<file path="config.mk">
export PLATFORM = sky130hd
export DESIGN_NAME = hadd_unit
export DESIGN_NICKNAME = d
export VERILOG_FILES = /design/src/rtl/hadd_pkg.sv /design/src/rtl/hadd_decode.sv /design/src/rtl/hadd_lane.sv /design/src/rtl/hadd_outreg.sv /design/src/rtl/hadd_unit.sv
export SDC_FILE = /design/constraint.sdc
export NUM_CORES = 1
export LEC_CHECK = 0
export BUFFER_PORTS_ARGS = -buffer_cell sky130_fd_sc_hd__buf_2
export CORE_ASPECT_RATIO = 0.5
export CORE_MARGIN = 2
export CORE_UTILIZATION = 46
export DETAILED_ROUTE_END_ITERATION = 16
export GPL_ROUTABILITY_DRIVEN = 0
export PLACE_DENSITY = 0.77
export SLEW_MARGIN = 20
export SYNTH_ARGS = -nofsm -noshare
export SYNTH_HDL_FRONTEND = slang
export SYNTH_SLANG_ARGS = --single-unit
</file>
<file path="constraint.sdc">
create_clock -name clk -period 1.8 [get_ports clk]
set_input_delay 0.18 -clock clk [delete_from_list [all_inputs] [get_ports clk]]
set_output_delay 0.18 -clock clk [all_outputs]
set_load 0.05 [all_outputs]
</file>
<file path="src/rtl/hadd_pkg.sv">
package hadd_pkg;
  localparam int unsigned WORD_W = 32;
  localparam int unsigned LANE_W = 16;
  localparam int unsigned LANES  = WORD_W / LANE_W;
  localparam int unsigned DST_W  = 64;
  localparam int unsigned IDX_W  = 5;

  localparam logic [5:0]  STD_MAJOR   = 6'b011111;
  localparam logic [5:0]  STD_FUNC    = 6'b011000;
  localparam logic [4:0]  STD_TRUNC   = 5'b01000;
  localparam logic [4:0]  STD_ROUND   = 5'b01010;
  localparam logic [5:0]  CMP_MAJOR   = 6'b000000;
  localparam logic [10:0] CMP_TRUNC   = 11'b00001001101;
  localparam logic [10:0] CMP_ROUND   = 11'b10001001101;

  typedef struct packed {
    logic             hit;
    logic             rnd;
    logic [IDX_W-1:0] dst;
  } dec_t;
endpackage

</file>
<file path="src/rtl/hadd_decode.sv">
module hadd_decode
  import hadd_pkg::*;
(
  input  logic [WORD_W-1:0] insn,
  input  logic              compact,
  output dec_t              dec
);
  logic std_hit, std_rnd, cmp_hit, cmp_rnd;
  logic unused_fields;

  always_comb begin
    std_hit = 1'b0;
    std_rnd = 1'b0;
    if (insn[31:26] == STD_MAJOR && insn[5:0] == STD_FUNC) begin
      if (insn[10:6] == STD_TRUNC) begin
        std_hit = 1'b1;
      end else if (insn[10:6] == STD_ROUND) begin
        std_hit = 1'b1;
        std_rnd = 1'b1;
      end
    end
  end

  always_comb begin
    cmp_hit = 1'b0;
    cmp_rnd = 1'b0;
    if (insn[31:26] == CMP_MAJOR) begin
      if (insn[10:0] == CMP_TRUNC) begin
        cmp_hit = 1'b1;
      end else if (insn[10:0] == CMP_ROUND) begin
        cmp_hit = 1'b1;
        cmp_rnd = 1'b1;
      end
    end
  end

  // Source index fields (25:16) are not needed by this slice.
  assign unused_fields = ^insn[25:16];

  always_comb begin
    dec.hit = compact ? cmp_hit : std_hit;
    dec.rnd = compact ? cmp_rnd : std_rnd;
    dec.dst = dec.hit ? insn[15:11] : '0;
  end
endmodule

</file>
<file path="src/rtl/hadd_lane.sv">
module hadd_lane #(
  parameter int unsigned W = 16
) (
  input  logic [W-1:0] a,
  input  logic [W-1:0] b,
  input  logic         rnd,
  output logic [W-1:0] y
);
  logic [W:0] sum;

  always_comb begin
    sum = {a[W-1], a} + {b[W-1], b} + {{W{1'b0}}, rnd};
    y   = sum[W:1];
  end

  always_comb begin
    // trunc result is the floor half, so it lies between the inputs
    if (!rnd) begin
      assert (($signed(y) >= $signed(a) || $signed(y) >= $signed(b)) &&
              ($signed(y) <= $signed(a) || $signed(y) <= $signed(b)))
        else $error("p_trunc_between_r1");
    end
  end
endmodule

</file>
<file path="src/rtl/hadd_outreg.sv">
module hadd_outreg
  import hadd_pkg::*;
(
  input  logic             clk,
  input  logic             rst_n,
  input  logic             load,
  input  logic             drain,
  input  logic [DST_W-1:0] d_result,
  input  logic [IDX_W-1:0] d_dst,
  input  logic             d_rsv,
  input  logic             d_off,
  output logic             q_valid,
  output logic [DST_W-1:0] q_result,
  output logic [IDX_W-1:0] q_dst,
  output logic             q_rsv,
  output logic             q_off
);
  logic             valid_nx;
  logic [DST_W-1:0] result_nx;
  logic [IDX_W-1:0] dst_nx;
  logic             rsv_nx, off_nx;

  always_comb begin
    valid_nx  = q_valid;
    result_nx = q_result;
    dst_nx    = q_dst;
    rsv_nx    = q_rsv;
    off_nx    = q_off;
    if (load) begin
      valid_nx  = 1'b1;
      result_nx = d_result;
      dst_nx    = d_dst;
      rsv_nx    = d_rsv;
      off_nx    = d_off;
    end else if (drain) begin
      valid_nx  = 1'b0;
    end
  end

  always_ff @(posedge clk or negedge rst_n) begin
    if (!rst_n) begin
      q_valid  <= 1'b0;
      q_result <= '0;
      q_dst    <= '0;
      q_rsv    <= 1'b0;
      q_off    <= 1'b0;
    end else begin
      q_valid  <= valid_nx;
      q_result <= result_nx;
      q_dst    <= dst_nx;
      q_rsv    <= rsv_nx;
      q_off    <= off_nx;
    end
  end

  // a stalled entry holds
  p_hold_r8: assert property (@(posedge clk) disable iff (!rst_n)
    q_valid && !drain && !load |=> q_valid && $stable(q_result) && $stable(q_dst)
      && $stable(q_rsv) && $stable(q_off));
  // an accepted word is visible after the edge
  p_load_r8: assert property (@(posedge clk) disable iff (!rst_n)
    load |=> q_valid);
endmodule

</file>
<file path="src/rtl/hadd_unit.sv">
module hadd_unit
  import hadd_pkg::*;
(
  input  logic              clk,
  input  logic              rst_n,
  input  logic              in_valid,
  output logic              in_ready,
  input  logic [WORD_W-1:0] in_insn,
  input  logic              in_compact,
  input  logic              dsp_en,
  input  logic [WORD_W-1:0] src_a,
  input  logic [WORD_W-1:0] src_b,
  output logic              out_valid,
  input  logic              out_ready,
  output logic [DST_W-1:0]  out_result,
  output logic [IDX_W-1:0]  out_dst,
  output logic              out_reserved,
  output logic              out_dsp_off
);
  localparam int unsigned EXT_W = DST_W - WORD_W;

  dec_t              dec;
  logic [WORD_W-1:0] lanes_y;
  logic [DST_W-1:0]  packed_res;
  logic [DST_W-1:0]  res_gated;
  logic              rsv_d, off_d, load;

  hadd_decode u_dec (
    .insn    (in_insn),
    .compact (in_compact),
    .dec     (dec)
  );

  for (genvar g = 0; g < LANES; g++) begin : g_lane
    hadd_lane #(.W(LANE_W)) u_lane (
      .a   (src_a[g*LANE_W +: LANE_W]),
      .b   (src_b[g*LANE_W +: LANE_W]),
      .rnd (dec.rnd),
      .y   (lanes_y[g*LANE_W +: LANE_W])
    );
  end

  always_comb begin
    packed_res = {{EXT_W{lanes_y[WORD_W-1]}}, lanes_y};
    rsv_d      = !dec.hit;
    off_d      = dec.hit && !dsp_en;
    res_gated  = (dec.hit && dsp_en) ? packed_res : '0;
    in_ready   = !out_valid || out_ready;
    load       = in_valid && in_ready;
  end

  hadd_outreg u_reg (
    .clk      (clk),
    .rst_n    (rst_n),
    .load     (load),
    .drain    (out_ready),
    .d_result (res_gated),
    .d_dst    (dec.dst),
    .d_rsv    (rsv_d),
    .d_off    (off_d),
    .q_valid  (out_valid),
    .q_result (out_result),
    .q_dst    (out_dst),
    .q_rsv    (out_reserved),
    .q_off    (out_dsp_off)
  );

  // the two flags never coexist
  p_flags_excl_r7: assert property (@(posedge clk) disable iff (!rst_n)
    out_valid |-> $onehot0({out_reserved, out_dsp_off}));
  // flagged entries carry no result
  p_flag_zero_r6: assert property (@(posedge clk) disable iff (!rst_n)
    out_valid && (out_reserved || out_dsp_off) |-> out_result == '0);
  // upper half mirrors the upper-lane sign
  p_sext_r3: assert property (@(posedge clk) disable iff (!rst_n)
    out_valid |-> out_result[DST_W-1:WORD_W] == {EXT_W{out_result[WORD_W-1]}});
endmodule

</file>
==> results of run 1 <==
[cell families (layout without fill, tap and decap cells)]
kind of cell | Yosys count | count (layout) | share of synthesized area
xor+xnor | 18 | 18 | 0.0473
flops | 40 | 40 | 0.300
fa+ha+maj | 34 | 34 | 0.132
compound gates | 112 | 112 | 0.226
buf+inv | 53 | 275 | 0.0957
simple gates | 118 | 118 | 0.199
[sequential cells by signal, indices dropped and copies added, names as in the netlist]
signal and count:
u_reg.q_dst 5, u_reg.q_off 1, u_reg.q_result 32, u_reg.q_rsv 1
u_reg.q_valid 1
[final cells by class]
cell class	count	area [um2]
multi-input combinational	282	2320
timing repair buffer	253	1600
fill	454	1590
sequential	40	1000
clock buffer	7	153
tap	92	115
inverter	14	52.6
clock inverter	1	30.0
[stage by stage]
stage          hold slack, ps   util  setup slack [ps]  area, um2  power, W
2_1_floorplan            -116      -             -1220       3440   0.00141
3_3_place_gp              265  0.686             -1390       4700   0.00176
3_5_place_dp              265  0.686             -1470       4700   0.00178
4_1_cts                   122  0.751              -981       5150   0.00295
5_1_grt                   121  0.769             -1240       5270   0.00314
6_report                  116  0.769             -1120       5270   0.00300
[metal layers]
metal,GRT usage,share of wire,vias to the layer above
met5,0,0,-
met4,0.0815,0.034,0
met3,0.0360,0.061,40
met2,0.467,0.50,187
met1,0.304,0.40,1727
li1,-,-,1786
[power by group]
group | leakage [nW] | switching [W] | total, W | internal (W)
registers | 0.550 | 0.00000165 | 0.000903 | 0.000901
logic | 2.20 | 0.000506 | 0.00101 | 0.000506
clock network | 0.0901 | 0.000353 | 0.00108 | 0.000730
total | 2.84 | 0.000861 | 0.00300 | 0.00214
[cell usage after synthesis, drive strengths merged, types with 4 or more instances]
master / number / area share
xnor2: 9 / 0.024
nor2: 16 / 0.018
o211ai: 6 / 0.015
o21ai: 32 / 0.049
nor3b: 4 / 0.0090
nand2: 43 / 0.048
inv: 14 / 0.016
buf: 32 / 0.072
nor4: 5 / 0.014
or3: 5 / 0.0094
nand2b: 9 / 0.017
dfrtp: 40 / 0.30
nor3: 5 / 0.0075
ha: 32 / 0.12
nand3: 7 / 0.011
o31ai: 5 / 0.011
xor2: 9 / 0.024
a22o: 9 / 0.024
clkbuf: 7 / 0.0079
nor4b: 4 / 0.019
a21oi: 25 / 0.039
a211oi: 6 / 0.015
a21o: 9 / 0.020
[repair_timing]
item	4_1_cts	5_1_grt
setup buffers	14	7
endpoints found under the hold margin	40	0
gates resized for setup	35	25
hold buffers	1	0
endpoints found under the setup margin	32	32
pin swaps	51	44
gates cloned	0	1
[final timing paths]
kind,from,to,slack [ps]
min,in_insn[13],u_reg.q_dst[2],120
max reg2reg,u_reg.q_valid,u_reg.q_result[29],150
max in group asynchronous,rst_n,u_reg.q_valid,930
max,in_insn[0],u_reg.q_result[27],-1120
min in group asynchronous,rst_n,u_reg.q_result[22],490
min reg2reg,u_reg.q_result[9],u_reg.q_result[9],480
[cells in the final DEF, fill, tap and decap left out, drive strengths merged, types with 2 or more instances in the layout]
master	instances
a211o	2
a211oi	6
a21o	9
a21oi	25
a22o	9
a31o	2
a32o	3
and3	3
buf	251
clkbuf	8
dfrtp	40
fa	2
ha	32
inv	14
nand2	43
nand2b	9
nand3	7
nand4	3
nand4b	2
nor2	16
nor2b	2
nor3	5
nor3b	4
nor4	5
nor4b	4
o211ai	6
o21a	3
o21ai	32
o31a	3
o31ai	5
or2	3
or3	5
or4b	3
xnor2	9
xor2	9
[worst reg2reg max path, cell delays in order, from the launching register on]
cell and delay [ps]:
dfrtp_2 420, nand2b_4 100, nand3_1 140, a21oi_2 230, nand2_4 110, or4_1 510, nand3_1 70
==> results.json, run 1 <==
{
  "status": "finished with violations",
  "violations": "negative setup slack",
  "antenna_found_initial": 0,
  "slew_violations": 0,
  "synth_area_per_cell_um2": 8.89,
  "finalSetupViolCount": 31,
  "p_per_area_nw_per_um2": 569,
  "cp_common_cell": "o31a_1",
  "cts_root_buf": "clkbuf_16",
  "min_period_over_period": 1.62,
  "synth_area_um2": 3330,
  "start_util": 0.486,
  "final_cells": 689,
  "path_max_fanout": 4,
  "drtAntennaViolNets": 0,
  "whs_path_depth": 2,
  "synth_edf_count": 0,
  "setup_tns_ps": -17410,
  "hold_viol_final": 0,
  "cpMaxStageDelayCell": "or4b_4",
  "vias_per_cell": 5.43,
  "numCtsBuffers": 5,
  "rsz0062_at_grt": "true",
  "worst_pin_slew_ps": 513,
  "drt_iter0_drc": 307,
  "cts_sinks": 40,
  "crit_required_ps": 1980,
  "cp-end-kind": "flop",
  "ys_types": 55,
  "critPathBufInv": 1,
  "relSlewSlack": 0.658,
  "layout_setup_ws_ps": -1120,
  "yosys_register_bits": 40,
  "grt_pass1_vias": 3516,
  "rr_worst_depth": 6,
  "async_flop_share": 1.00,
  "cp.depth": 14,
  "fin_skew_ps": 3.06,
  "yosys_warnings": 0,
  "cp_data_arrival_time_ps": 3090,
  "grt_pass1_wl_um": 16400,
  "grtUsageTotal": 0.251,
  "finalCriticalPeriod_ps": 2920,
  "rows": 21,
  "fmax_mhz": 343,
  "die_h_um": 64.2,
  "ioPinCount": 175,
  "nets": 732,
  "die_x_um": 124,
  "area_growth_syn_to_layout_pct": 58.1,
  "die_area_um2": 7990,
  "start_kind": "primary input",
  "drt-total-wl_um": 10900,
  "min_path_type": "primary input to flop",
  "synth_nets": 511,
  "drive_gt1_frac": 0.538,
  "critPathTopFamily": "compound AO/OA/AOI/OAI gates",
  "dpl.hpwl_um": 7610,
  "grt_start_max_net_pins": 41,
  "p_leak_nw": 2.84,
  "wl_per_cell_um": 15.8,
  "drv_cap": 0,
  "critPathKind": "primary input to flop",
  "cts_tree": "yes",
  "clk_path_buf_depth": 2,
  "ys_seq_area_frac": 0.300,
  "antenna_cells": 0,
  "clkLatencyLatePin_ps": 280,
  "ys.flop_type": "dfrtp_1",
  "dp_cells": 671,
  "io_buffer_count": 164,
  "cts_max_level": 2,
  "vias": 3740,
  "slowest_delay_ps": 570,
  "crit_chain": "buf_6 -> or4b_4 -> nor4b_4 -> o211ai_2 -> nor2b_4 -> fa_2 -> nand2b_4 -> a21oi_4 -> o21ai_2 -> a211oi_2 -> o31a_1 -> o31a_1 -> a21oi_1 -> a22o_1",
  "firstDrtPassIters": 5,
  "clk_pin_slew_ps": 60,
  "core_area_um2": 6860,
  "overflow": 0,
  "syn_inst": 375,
  "peakVddDrop_v": 0.000412,
  "drc_errors": 0
}
Note: power is estimated with default switching activity, not from simulation.
==> inputs of run 2 (changes only) <==
- REMOVE_ABC_BUFFERS: unset -> 1
==> run 2 against run 1 <==
  * Sequential power hardly changed
  * Fmax is 1.4% higher
  * The run still ends with negative setup slack left
  * Largest cell class unchanged
  * Routed wire length is 4.4% higher
  * First-iteration DRC count is 30% lower
==> results.json, run 2 (same netlist as run 1, synthesis figures left out) <==
{
  "relSlewSlack": 0.618,
  "peakVddDrop_v": 0.000421,
  "nets": 742,
  "clk_path_buf_depth": 2,
  "cp-startpoint": "in_insn[26]",
  "dpl.hpwl_um": 7480,
  "layout_commonest_cell": "buf_2",
  "drt_iter0_drc": 214,
  "cp_data_arrival_time_ps": 3060,
  "drive_gt1_frac": 0.550,
  "wl_per_cell_um": 16.3,
  "status": "finished with violations",
  "m1WireLength_um": 4510,
  "finalPower_w": 0.00290,
  "setup_tns_ps": -17470,
  "final_cells": 699,
  "antenna_found_initial": 0,
  "clk_pin_slew_ps": 60,
  "overflow": 0,
  "worst_pin_slew_ps": 569,
  "clkLatencyLatePin_ps": 290,
  "start_util": 0.486,
  "r2r_slack_ps": 80,
  "critPathKind": "primary input to flop",
  "numCtsBuffers": 5,
  "firstDrtPassIters": 4,
  "cp-end-kind": "flop",
  "layout_common_cells": "buf_2 (158), buf_4 (87), dfrtp_1 (40), nand2_1 (38), ha_1 (29)",
  "max_flop_register": "u_reg.q_result",
  "core_area_um2": 6860,
  "layout_setup_ws_ps": -1080,
  "cts_max_level": 2,
  "vias_per_cell": 5.37,
  "grtUsageTotal": 0.258,
  "antenna_cells": 0,
  "whs_ps": 98.2,
  "finalSetupViolCount": 30,
  "grt_start_max_net_pins": 41,
  "drtAntennaViolNets": 0,
  "io_buffer_count": 164,
  "ioPinCount": 175,
  "vias": 3752,
  "path_max_fanout": 2,
  "postLayoutCoreUtil": 0.775,
  "reg2reg_from": "u_reg.q_valid",
  "slew_violations": 0,
  "die_h_um": 64.2,
  "multi_input_area_um2": 2350,
  "rows": 21,
  "p_per_area_nw_per_um2": 546,
  "biggestRegsByFlops": "u_reg.q_result: 32 flops, u_reg.q_dst: 5 flops",
  "rsz0062_at_grt": "true",
  "grt_pass1_wl_um": 17000,
  "cts_tree": "yes",
  "die_x_um": 124,
  "num-fill-cells": 450,
  "endpoint": "u_reg.q_result[13]",
  "drt-total-wl_um": 11400,
  "start_kind": "primary input",
  "drv_cap": 0,
  "grt_pass1_vias": 3697,
  "drc_errors": 0,
  "area_growth_syn_to_layout_pct": 59.5,
  "r2r_end": "u_reg.q_result[15]",
  "largest_register_ffs": 32,
  "min_period_over_period": 1.60,
  "cts_root_buf": "clkbuf_16",
  "fin_skew_ps": 5.27,
  "cts_sinks": 40,
  "hold_viol_final": 0,
  "routed.top_layer": "met4",
  "rr_worst_depth": 8,
  "p_leak_nw": 2.86,
  "wl_met3_um": 423,
  "met2_length_um": 6040,
  "crit_required_ps": 1990,
  "fmax_mhz": 348,
  "die_area_um2": 7990,
  "violations": "negative setup slack",
  "finalCriticalPeriod_ps": 2880,
  "seq_area_um2": 1000,
  "hp-start": "in_insn[11]",
  "min_path_type": "primary input to flop",
  "dp_cells": 669
}
-- run 2: cell count changes in the layout (fill, tap and decap cells not counted), sizes merged --
| cell | delta |
|---|---|
| bufinv | -1 |
| clkinv | +2 |
| clkbuf | -2 |
| buf | +11 |
-- run 2: metrics by stage --
stage               setup WS [ps]  cell area, um2
CTS                         -1080            5120
global route                -1190            5320
finish                      -1080            5320
floorplan                   -8830            3070
detailed placement          -1590            4580
global placement            -1520            4580
-- run 2: metal layers --
| metal | track usage | vias to the layer above |
|---|---|---|
| li1 | - | 1804 |
| met2 | 0.483 | 109 |
| met3 | 0.0410 | 38 |
| met4 | 0.105 | 0 |
| met5 | 0 | - |
| met1 | 0.300 | 1801 |
-- run 2: cell type report --
cell class,count,share of cell area
clock buffers,6,0.0261
repair buffers,263,0.309
flip-flops and latches,40,0.188
clock inverters,2,0.00188
well taps,92,0.0216
inverters,14,0.00988
multi-input cells,282,0.443
-- run 2: worst min path at each step --
stage                     slack, ps  cells after the start                  to
after floorplan                -120                      0      u_reg.q_dst[0]
after global placement          280                      2  u_reg.q_result[17]
after detailed placement        280                      2  u_reg.q_result[16]
after CTS                       100                      2      u_reg.q_dst[0]
after global routing            110                      2      u_reg.q_dst[0]
final                           100                      2      u_reg.q_dst[0]
-- run 2: power by group --
group	internal, W	switching, W
Combinational	0.000544	0.000535
Clock	0.000547	0.000375
Sequential	0.000901	0.000000962
Total	0.00199	0.000910
-- run 2: worst max-delay path: stages --
cell and delay [ps]:
buf_6 90, or4b_4 560, nor4b_4 340, buf_4 170, o211ai_1 90, nand2b_1 140
fa_2 230, a21o_1 110, a21o_1 140, a21oi_2 70, o21ai_2 180, a211oi_2 120
buf_4 150, o31ai_4 160, a211oi_1 100, o31ai_1 220
-- run 2: what timing repair did --
action / 4_1_cts / 5_1_grt
buffers inserted: 16 / 10
hold endpoints to repair: 40 / 0
endpoints found under the setup margin: 31 / 33
pin swaps: 56 / 43
resized for setup: 73 / 34
hold buffers: 1 / 0
